File: src/rtl/gpio_cfg_pkg.sv
package gpio_cfg_pkg;

  // Word addresses (byte offset / 4) of the register groups
  localparam int OWN_W   = 'h00;
  localparam int ROUTE_W = 'h04;
  localparam int GCFG_W  = 'h1F;
  localparam int STAT_W  = 'h20;
  localparam int EN_W    = 'h24;
  localparam int CFG_W   = 'h40;

  localparam int ROUTE_BITS = 16;
  localparam logic [1:0] USE_GPIO = 2'b01;
  localparam logic [1:0] PULL_DN  = 2'b01;
  localparam logic [1:0] PULL_UP  = 2'b10;

  typedef struct packed {
    logic       out_lvl;
    logic       trig_lvl;
    logic       trig_inv;
    logic       dir_in;
    logic [1:0] use_sel;
    logic       sense_off;
    logic [1:0] pull;
  } pin_cfg_t;

  localparam pin_cfg_t CFG_RESET = '{
    out_lvl: 1'b0, trig_lvl: 1'b0, trig_inv: 1'b0, dir_in: 1'b1,
    use_sel: USE_GPIO, sense_off: 1'b1, pull: 2'b00};

  // Routing bit for a pin, or -1 when the pin has none
  function automatic int route_slot(int pin);
    if (pin >= 8 && pin <= 10)  return pin - 8;
    if (pin >= 13 && pin <= 14) return pin - 10;
    if (pin >= 45 && pin <= 55) return pin - 40;
    return -1;
  endfunction

endpackage

File: src/rtl/gpio_in_sync.sv
module gpio_in_sync #(
  parameter int W = 95
) (
  input  logic         clk,
  input  logic         rst,
  input  logic [W-1:0] d,
  output logic [W-1:0] q
);
  logic [W-1:0] stage1;

  always_ff @(posedge clk) begin
    if (rst) begin
      stage1 <= '0;
      q      <= '0;
    end else begin
      stage1 <= d;
      q      <= stage1;
    end
  end
endmodule

File: src/rtl/gpio_pin_slot.sv
module gpio_pin_slot
  import gpio_cfg_pkg::*;
(
  input  logic     clk,
  input  logic     rst,
  input  logic     we_a,
  input  logic     we_b,
  input  pin_cfg_t wr_val,
  output pin_cfg_t cfg
);
  always_ff @(posedge clk) begin
    if (rst) begin
      cfg <= CFG_RESET;
    end else begin
      if (we_a) begin
        cfg.out_lvl  <= wr_val.out_lvl;
        cfg.trig_lvl <= wr_val.trig_lvl;
        cfg.trig_inv <= wr_val.trig_inv;
        cfg.dir_in   <= wr_val.dir_in;
        cfg.use_sel  <= wr_val.use_sel;
      end
      if (we_b) begin
        cfg.sense_off <= wr_val.sense_off;
        cfg.pull      <= wr_val.pull;
      end
    end
  end
endmodule

File: src/rtl/gpio_cfg_bank.sv
module gpio_cfg_bank
  import gpio_cfg_pkg::*;
#(
  parameter int NUM_PINS = 95,
  parameter int ADDR_W   = 8
) (
  input  logic                  clk,
  input  logic                  rst,
  input  logic [ADDR_W-1:0]     bus_addr,
  input  logic                  bus_we,
  input  logic [31:0]           bus_wdata,
  output logic [31:0]           bus_rdata,
  input  logic [NUM_PINS-1:0]   pad_in,
  output logic [NUM_PINS-1:0]   pad_out,
  output logic [NUM_PINS-1:0]   pad_oe,
  output logic [NUM_PINS-1:0]   pad_pull_up,
  output logic [NUM_PINS-1:0]   pad_pull_dn,
  output logic [NUM_PINS-1:0]   pad_sense_en,
  output logic [2*NUM_PINS-1:0] pad_fsel,
  output logic [NUM_PINS-1:0]   trig_level,
  output logic [NUM_PINS-1:0]   trig_inv,
  output logic [NUM_PINS-1:0]   pin_owned,
  output logic [NUM_PINS-1:0]   pin_route,
  output logic [31:0]           glb_cfg,
  input  logic [NUM_PINS-1:0]   irq_stat_i,
  input  logic [NUM_PINS-1:0]   irq_en_i,
  output logic                  irq_wr_stat,
  output logic                  irq_wr_en,
  output logic [1:0]            irq_wr_idx,
  output logic [31:0]           irq_wr_data
);
  localparam int MAP_WORDS = (NUM_PINS + 31) / 32;
  localparam int MAP_BITS  = 32 * MAP_WORDS;
  localparam int CFG_LAST  = CFG_W + 2 * NUM_PINS - 1;
  localparam int PIN_IW    = $clog2(NUM_PINS);

  pin_cfg_t              cfg [NUM_PINS];
  pin_cfg_t              wr_val;
  logic [NUM_PINS-1:0]   in_q;
  logic [NUM_PINS-1:0]   own_q;
  logic [ROUTE_BITS-1:0] route_q;
  logic [31:0]           glb_q;
  logic [MAP_BITS-1:0]   own_pad, stat_pad, en_pad;
  logic [31:0]           rd_nx;
  logic [PIN_IW-1:0]     rd_idx;
  pin_cfg_t              rd_cfg;

  // Write data split into the per-pin fields of both words
  always_comb begin
    wr_val.out_lvl   = bus_wdata[31];
    wr_val.trig_lvl  = bus_wdata[4];
    wr_val.trig_inv  = bus_wdata[3];
    wr_val.dir_in    = bus_wdata[2];
    wr_val.use_sel   = bus_wdata[1:0];
    wr_val.sense_off = bus_wdata[2];
    wr_val.pull      = bus_wdata[1:0];
  end

  gpio_in_sync #(.W(NUM_PINS)) u_sync (
    .clk (clk),
    .rst (rst),
    .d   (pad_in),
    .q   (in_q)
  );

  for (genvar i = 0; i < NUM_PINS; i++) begin : g_pin
    logic hit_a, hit_b;
    assign hit_a = bus_we && (bus_addr == ADDR_W'(CFG_W + 2 * i));
    assign hit_b = bus_we && (bus_addr == ADDR_W'(CFG_W + 2 * i + 1));

    gpio_pin_slot u_slot (
      .clk    (clk),
      .rst    (rst),
      .we_a   (hit_a),
      .we_b   (hit_b),
      .wr_val (wr_val),
      .cfg    (cfg[i])
    );

    assign pad_out[i]        = cfg[i].out_lvl;
    assign pad_oe[i]         = (cfg[i].use_sel == USE_GPIO) && !cfg[i].dir_in;
    assign pad_pull_up[i]    = (cfg[i].pull == PULL_UP);
    assign pad_pull_dn[i]    = (cfg[i].pull == PULL_DN);
    assign pad_sense_en[i]   = !cfg[i].sense_off;
    assign pad_fsel[2*i +: 2] = cfg[i].use_sel;
    assign trig_level[i]     = cfg[i].trig_lvl;
    assign trig_inv[i]       = cfg[i].trig_inv;

    localparam int SLOT = route_slot(i);
    if (SLOT >= 0) begin : g_routed
      assign pin_route[i] = route_q[SLOT];
    end else begin : g_unrouted
      assign pin_route[i] = 1'b0;
    end
  end

  // Shared bitmap registers and write forwarding
  always_ff @(posedge clk) begin
    if (rst) begin
      own_q       <= '0;
      route_q     <= '0;
      glb_q       <= '0;
      irq_wr_stat <= 1'b0;
      irq_wr_en   <= 1'b0;
      irq_wr_idx  <= '0;
      irq_wr_data <= '0;
    end else begin
      irq_wr_stat <= 1'b0;
      irq_wr_en   <= 1'b0;
      for (int b = 0; b < NUM_PINS; b++) begin
        if (bus_we && bus_addr == ADDR_W'(OWN_W + b / 32))
          own_q[b] <= bus_wdata[b % 32];
      end
      if (bus_we && bus_addr == ADDR_W'(ROUTE_W))
        route_q <= bus_wdata[ROUTE_BITS-1:0];
      if (bus_we && bus_addr == ADDR_W'(GCFG_W))
        glb_q <= bus_wdata;
      for (int w = 0; w < MAP_WORDS; w++) begin
        if (bus_we && bus_addr == ADDR_W'(STAT_W + w)) begin
          irq_wr_stat <= 1'b1;
          irq_wr_idx  <= 2'(w);
          irq_wr_data <= bus_wdata;
        end
        if (bus_we && bus_addr == ADDR_W'(EN_W + w)) begin
          irq_wr_en   <= 1'b1;
          irq_wr_idx  <= 2'(w);
          irq_wr_data <= bus_wdata;
        end
      end
    end
  end

  assign pin_owned = own_q;
  assign glb_cfg   = glb_q;
  assign own_pad   = MAP_BITS'(own_q);
  assign stat_pad  = MAP_BITS'(irq_stat_i);
  assign en_pad    = MAP_BITS'(irq_en_i);

  // Read decode
  always_comb begin
    rd_nx  = '0;
    rd_idx = PIN_IW'((bus_addr - ADDR_W'(CFG_W)) >> 1);
    rd_cfg = cfg[rd_idx];
    if (bus_addr >= ADDR_W'(CFG_W) && bus_addr <= ADDR_W'(CFG_LAST)) begin
      if (!bus_addr[0])
        rd_nx = {rd_cfg.out_lvl, in_q[rd_idx] & !rd_cfg.sense_off, 25'b0,
                 rd_cfg.trig_lvl, rd_cfg.trig_inv, rd_cfg.dir_in, rd_cfg.use_sel};
      else
        rd_nx = {29'b0, rd_cfg.sense_off, rd_cfg.pull};
    end else begin
      for (int w = 0; w < MAP_WORDS; w++) begin
        if (bus_addr == ADDR_W'(OWN_W + w))  rd_nx = own_pad[w*32 +: 32];
        if (bus_addr == ADDR_W'(STAT_W + w)) rd_nx = stat_pad[w*32 +: 32];
        if (bus_addr == ADDR_W'(EN_W + w))   rd_nx = en_pad[w*32 +: 32];
      end
      if (bus_addr == ADDR_W'(ROUTE_W)) rd_nx = 32'(route_q);
      if (bus_addr == ADDR_W'(GCFG_W))  rd_nx = glb_q;
    end
  end

  always_ff @(posedge clk) begin
    if (rst) bus_rdata <= '0;
    else     bus_rdata <= rd_nx;
  end
endmodule

File: config.mk
export PLATFORM = sky130hd
export DESIGN_NAME = gpio_cfg_bank
export DESIGN_NICKNAME = d
export VERILOG_FILES = /design/src/rtl/gpio_cfg_pkg.sv /design/src/rtl/gpio_in_sync.sv /design/src/rtl/gpio_pin_slot.sv /design/src/rtl/gpio_cfg_bank.sv
export SDC_FILE = /design/constraint.sdc
export NUM_CORES = 2
export LEC_CHECK = 0
export ABC_AREA = 1
export BUFFER_PORTS_ARGS = -buffer_cell sky130_fd_sc_hd__buf_2
export CAP_MARGIN = 40
export CORE_AREA = 2 2 580 582
export CTS_CLUSTER_SIZE = 28
export DETAILED_ROUTE_END_ITERATION = 12
export DIE_AREA = 0 0 582 584
export PLACE_DENSITY = 0.36
export SYNTH_ARGS = -nofsm -noshare
export SYNTH_HDL_FRONTEND = slang
export SYNTH_SLANG_ARGS = --single-unit
File: constraint.sdc
create_clock -name clk -period 2.9 [get_ports clk]
set_clock_uncertainty 0.2 [all_clocks]
set_input_delay 0.58 -clock clk [delete_from_list [all_inputs] [get_ports clk]]
set_output_delay 0.58 -clock clk [all_outputs]
set_load 0.02 [all_outputs]
### After elaboration in Yosys (flattened, before gate mapping)

Index checks and enable logic that the tools add are counted.

| word-level totals | value |
|---|---|
| logic and storage cells | 1,698 |
| output and inout port bits | 1,145 |
| input bits | 328 |
| flip-flop bits (word level) | 1,256 |

| operators by class | value |
|---|---|
| bitwise logic cells | 2 |
| equality and inequality tests | 485 |
| add/sub/neg operators | 1 |
| magnitude comparators | 4 |
| multiplexer cells | 36 |
| reduce and logical (&&, ||, !) cells | 492 |

Operator list:

| cell | number |
|---|---|
| $eq 8x8->1 const B | 126 |
| $mux 32 | 19 |
| $eq 8x7->1 const B | 64 |
| $eq 2x1->1 const B | 190 |
| $logic_and 1x1->1 | 297 |
| $logic_not 1->1 | 191 |
| $eq 2x2->1 const B | 95 |
| $bmux 9 s7 | 1 |
| $eq 8x6->1 const B | 6 |
| $mux 9 | 2 |
| $mux 2 | 6 |
| $eq 8x1->1 const B | 1 |
| $eq 8x2->1 const B | 1 |
| $eq 8x3->1 const B | 1 |
| $eq 8x5->1 const B | 1 |
| $ge 8x7->1 const B | 1 |
| $ge 8x8->1 const B | 1 |
| $le 8x8->1 const B | 1 |
| $logic_not 8->1 | 1 |
| $lt 7x8->1 const B | 1 |
| $not 7->8 | 1 |
| $sub 8x7->8 const B | 1 |
| $bmux 1 s7 | 1 |
| $mux 1 | 7 |
| 4 further kinds | 4 |

### Depth between registers and ports, before layout

| depth | value |
|---|---|
| word-level depth | 13 |
| mapped depth | 18 |

### Modules after synthesis

From an unflattened synthesis, not the netlist that was laid out.

| second synthesis, totals | value |
|---|---|
| cell total of the unflattened synthesis | 9,890 |
| area total of the unflattened synthesis | 62,152.1 um^2 |

Modules (own cells, without submodules):

| module | instances | area an instance (um^2) | seq. area each (um^2) | cells an instance |
|---|---|---|---|---|
| gpio_pin_slot | 95 | 362.8 | 180.2 | 52 |
| gpio_cfg_bank | 1 | 22,277.6 | 4,224.1 | 4,359 |
| gpio_in_sync | 1 | 5,403.9 | 3,803.6 | 591 |

### Worst setup path after synthesis

Ideal clock, no wire load.

| path | value |
|---|---|
| path kind | in2reg |
| start point | input port bus_addr[6] |
| end point | register bus_rdata[18] |
| stages | 11 |
| buffers on the path | 2 |
| required time | 2.628 ns |
| arrival | 2.301 ns |
| library setup time | 0.072 ns |
| setup slack | 0.327 ns |
| cells stage by stage | inv_1 -> clkbuf_1 -> ha_1 -> nand2_2 -> nor2_2 -> clkbuf_1 -> nand2_1 -> nand4_1 -> o21ai_0 -> a31o_1 -> a21oi_1 |

| between the ends | value |
|---|---|
| cells in the longest elaborated chain, start to end | 13 |
| elaborated cells between the ends (all ways) | 26 |
| those cells by class | 2 x order compare; 10 x eq/ne; 12 x mux; 2 x reduce/logical |

RTL lines:

| item | line | text |
|---|---|---|
| start: declaration | gpio_cfg_bank.sv:9 | `input logic [ADDR_W-1:0] bus_addr,` |
| $logic_not 8->1 | gpio_cfg_bank.sv:152 | `if (bus_addr == ADDR_W'(OWN_W + w)) rd_nx = own_pad[w*32 +: 32];` |
| $mux 32 | gpio_cfg_bank.sv:152 |  |
| $mux 32 | gpio_cfg_bank.sv:153 | `if (bus_addr == ADDR_W'(STAT_W + w)) rd_nx = stat_pad[w*32 +: 32];` |
| $mux 32 | gpio_cfg_bank.sv:154 | `if (bus_addr == ADDR_W'(EN_W + w)) rd_nx = en_pad[w*32 +: 32];` |
| $mux 32 | gpio_cfg_bank.sv:152 |  |
| $mux 32 | gpio_cfg_bank.sv:153 |  |
| $mux 32 | gpio_cfg_bank.sv:154 |  |
| $mux 32 | gpio_cfg_bank.sv:152 |  |
| $mux 32 | gpio_cfg_bank.sv:153 |  |
| $mux 32 | gpio_cfg_bank.sv:154 |  |
| $mux 32 | gpio_cfg_bank.sv:156 | `if (bus_addr == ADDR_W'(ROUTE_W)) rd_nx = 32'(route_q);` |
| $mux 32 | gpio_cfg_bank.sv:157 | `if (bus_addr == ADDR_W'(GCFG_W)) rd_nx = glb_q;` |
| $mux 32 * | gpio_cfg_bank.sv:144 | `if (bus_addr >= ADDR_W'(CFG_W) && bus_addr <= ADDR_W'(CFG_LAST)) begin` |
| end signal: assignment | gpio_cfg_bank.sv:163 | `else bus_rdata <= rd_nx;` |
| end: declaration | gpio_cfg_bank.sv:12 | `output logic [31:0] bus_rdata,` |

Every way passes the cells marked *; elsewhere a longest branch is shown, timed or not.
A chain may end at the register's enable or synchronous reset.

### Final worst setup path

| path | value |
|---|---|
| start point | register, netlist name g_pin[53].u_slot.cfg[3] |
| end point | output port pad_oe[53] |

| between the ends | value |
|---|---|
| cells in the longest elaborated chain, start to end | 2 |

RTL lines:

| item | line | text |
|---|---|---|
| $eq 2x1->1 | gpio_cfg_bank.sv:81 | `assign pad_oe[i] = (cfg[i].use_sel == USE_GPIO) && !cfg[i].dir_in;` |
| $logic_and 1x1->1 | gpio_cfg_bank.sv:81 |  |
| end: declaration | gpio_cfg_bank.sv:15 | `output logic [NUM_PINS-1:0] pad_oe,` |

No other way between the ends.

==> results.ini <==
[drt]
antenna_left=0
avgRoutedWirePerCell_um=30.14
drt-total-wl_um=425700
drt-initial-drc-count=5709
avgViaCountPerCell=4.470
num_vias=63132
drtPass1Iterations=6
drt_drc_violations_left=0

[setup_path]
cpMaxStageDelayCell=dfxtp_1
cp_num_buf_inv=3
critical-path-top-delay-family=flip-flops
worstSetupStartpoint=g_pin[53].u_slot.cfg[3]$_SDFFE_PP1P_
worstSetupEndpointType=primary output
critPathKind=flop to primary output
worstPathMaxFanout=3
cp_data_required_time_ps=2120
startpoint_type=flop
cp_cell_sequence=inv_1 > nor3_1 > buf_4 > buf_2
worst_path_largest_cell_delay_ps=530
r2r-start=g_pin[9].u_slot.cfg[3]$_SDFFE_PP1P_
arrival_ps=2090

[power]
total_power_mw=43.44
p_leak_nw=38.03
powerDensity_mw_per_mm2=540.4
ir_worst_vdd_v=0.0003889

[timing]
finalCritPeriodShare_pct=98.90
slew_violations=0
setup-tns-final_ps=0
final.min_clock_period_ps=2868
finalSetupViolations=0
relSlewSlack_pct=42.24
finalHoldViolCount=0
fmax_ghz=0.3487
tightestPinTransition_ps=866.4

[placed_design]
placed_area_mm2=0.07273
gp_congestion=0.9387
place.port_buffers=1393
hpwl_um=339700

[floorplan]
die-height_um=584
rows=212
io_pins=1473
dieWidth_um=582
start_util_pct=17.53
core_mm2=0.3329
die_area_mm2=0.3399

[finish]
regArea_mm2=0.02515
finalInstanceArea_mm2=0.08037
syn_to_final_growth_pct=37.72
multi_input_area_mm2=0.02421
layout.nets=9922
drive_above_1_share_pct=26.50
final_cell_mix=buf_2, dfxtp_1, o21ai_0
fillers=37054
final_common_cell=buf_2

[yosys]
seq_area_frac_synth_pct=43.08
ys.warnings.count=0
syn_avg_cell_area_um2=7.166
ys_ff_latch=1256
synth_area_mm2=0.05836
yosysUniqueCellTypes=43
syn_inst=8144

[outcome]
status=finished clean

[clocking]
worst_skew_pair.late_latency_ps=870
cts_buffer_depth=4
cts_max_level=4
root_buffer=clkbuf_16
cts_tree=built
cts_sinks=1256
cts_buffers=168
post-cts-setup-buffers=0
clk_pin_slew_ps=60

[global_routing]
grt_max_degree=139
grt_pass1_vias=59954
grtUsageTotal_pct=23.89
antenna_found_initial=91
gr-total-overflow=0
grt_pass1_wl_um=554400

[min_path]
hold_start=bus_wdata[15]
hold_path_class=input port to flop

[job]
max_cap_violations=0

sequential cells by signal, indices dropped and copies added (netlist names):
name,count
g_pin.u_slot.cfg,855
pin_owned,95
u_sync.q,95
u_sync.stage1,95
bus_rdata,32
glb_cfg,32
irq_wr_data,32
route_q,16
irq_wr_idx,2
irq_wr_en,1
irq_wr_stat,1
routing by layer:
metal | GRT usage (%) | vias up | part of all wire (%)
li1 | - | 29084 | -
met1 | 32.06 | 30937 | 44
met2 | 37.68 | 2642 | 44
met3 | 5.891 | 461 | 8.1
met4 | 6.871 | 8 | 3.1
met5 | 0 | - | 0.013
power breakdown:
part	leakage, nW	switching [mW]	internal (mW)	total, mW
clock network	2.77	8.92	13.1	22.0
logic	25.1	2.68	1.25	3.92
registers	10.2	0.0853	17.4	17.5
final cells by class:
| class | instances | share of cell area [%] |
|---|---|---|
| Antenna cell | 24 | 0.07472 |
| Clock buffer | 236 | 5.975 |
| Clock inverter | 55 | 1.073 |
| Inverter | 804 | 3.801 |
| Multi-Input combinational cell | 5047 | 30.12 |
| Sequential cell | 1256 | 31.29 |
| Tap cell | 4387 | 6.829 |
| Timing Repair Buffer | 2313 | 20.84 |
stage by stage:
step | util, % | hold slack (ps) | std cells | worst slack (ps)
after floorplan | - | 188.3 | 8222 | 327.1
after global routing | 24.13 | 37.81 | 14106 | -0.3475
after global placement | 21.85 | 194.8 | 13626 | -1133
final | 24.14 | 48.70 | 14122 | 32.03
after detailed placement | 21.85 | 195.4 | 13627 | -1013
after CTS | 24.12 | 1.873 | 14098 | 3.691
kinds of logic (layout without fill, tap and decap cells):
family	count (synthesis)	count (layout)	share of synthesized area, %
fa+ha+maj	4	4	0.08576
buf+inv	1919	3408	16.42
flops	1256	1256	43.08
simple gates	2432	2432	16.83
other cells	1	103	0.006425
compound gates	2532	2532	23.57
path summary, 6_finish.rpt:
path	end	slack (ps)	cells past startpoint
setup / recovery	pad_oe[53]	30	4
hold / removal	route_q[15]$_SDFFE_PP0P_	50	3
setup reg to reg	bus_rdata[0]$_SDFF_PP0_	310	12
hold reg to reg	u_sync.q[10]$_SDFF_PP0_	200	2
what timing repair did:
action | in CTS | in global routing
endpoints found under the hold margin | 240 | 0
pin swaps | 0 | 1
hold buffers | 180 | 0
gates resized for setup | 26 | 7
endpoints found under the setup margin | 24 | 11
worst register-to-register path: stages, from the launching register on:
cell and delay, ps:
dfxtp_1 360, inv_1 110, nand2_1 60, o211ai_1 150, nand4_1 140, nand2_1 310
nand3_1 340, nand3_1 200, nand2_1 70, nand2_1 100, nand2_1 110, nand2_1 210
nor2_1 80
synthesized netlist by cell type (all sizes together):
cell,n,area [um2]
ha,4,50.05
buf,772,5280
o221ai,1,8.760
a221oi,2,17.52
a31oi,7,43.79
o22ai,57,356.6
o21ai,1187,5941
conb,1,3.750
or2,11,68.82
a21oi,954,4775
a41oi,1,8.760
nand2,967,3640
nand4,58,362.9
and2,3,18.77
a31o,1,8.760
nor2,1140,4409
a22o,7,61.31
and3,1,6.260
a32oi,1,16.27
o2111ai,10,87.58
nor3,78,401.6
inv,796,2988
clkbuf,343,1287
a21o,1,7.510
nor3b,15,112.6
dfxtp,1256,25140
o211ai,267,2004
o221a,3,33.78
nand3,159,800.8
a211oi,33,387.9
clkinv,8,30.03
(Power assumes the default switching activity.)
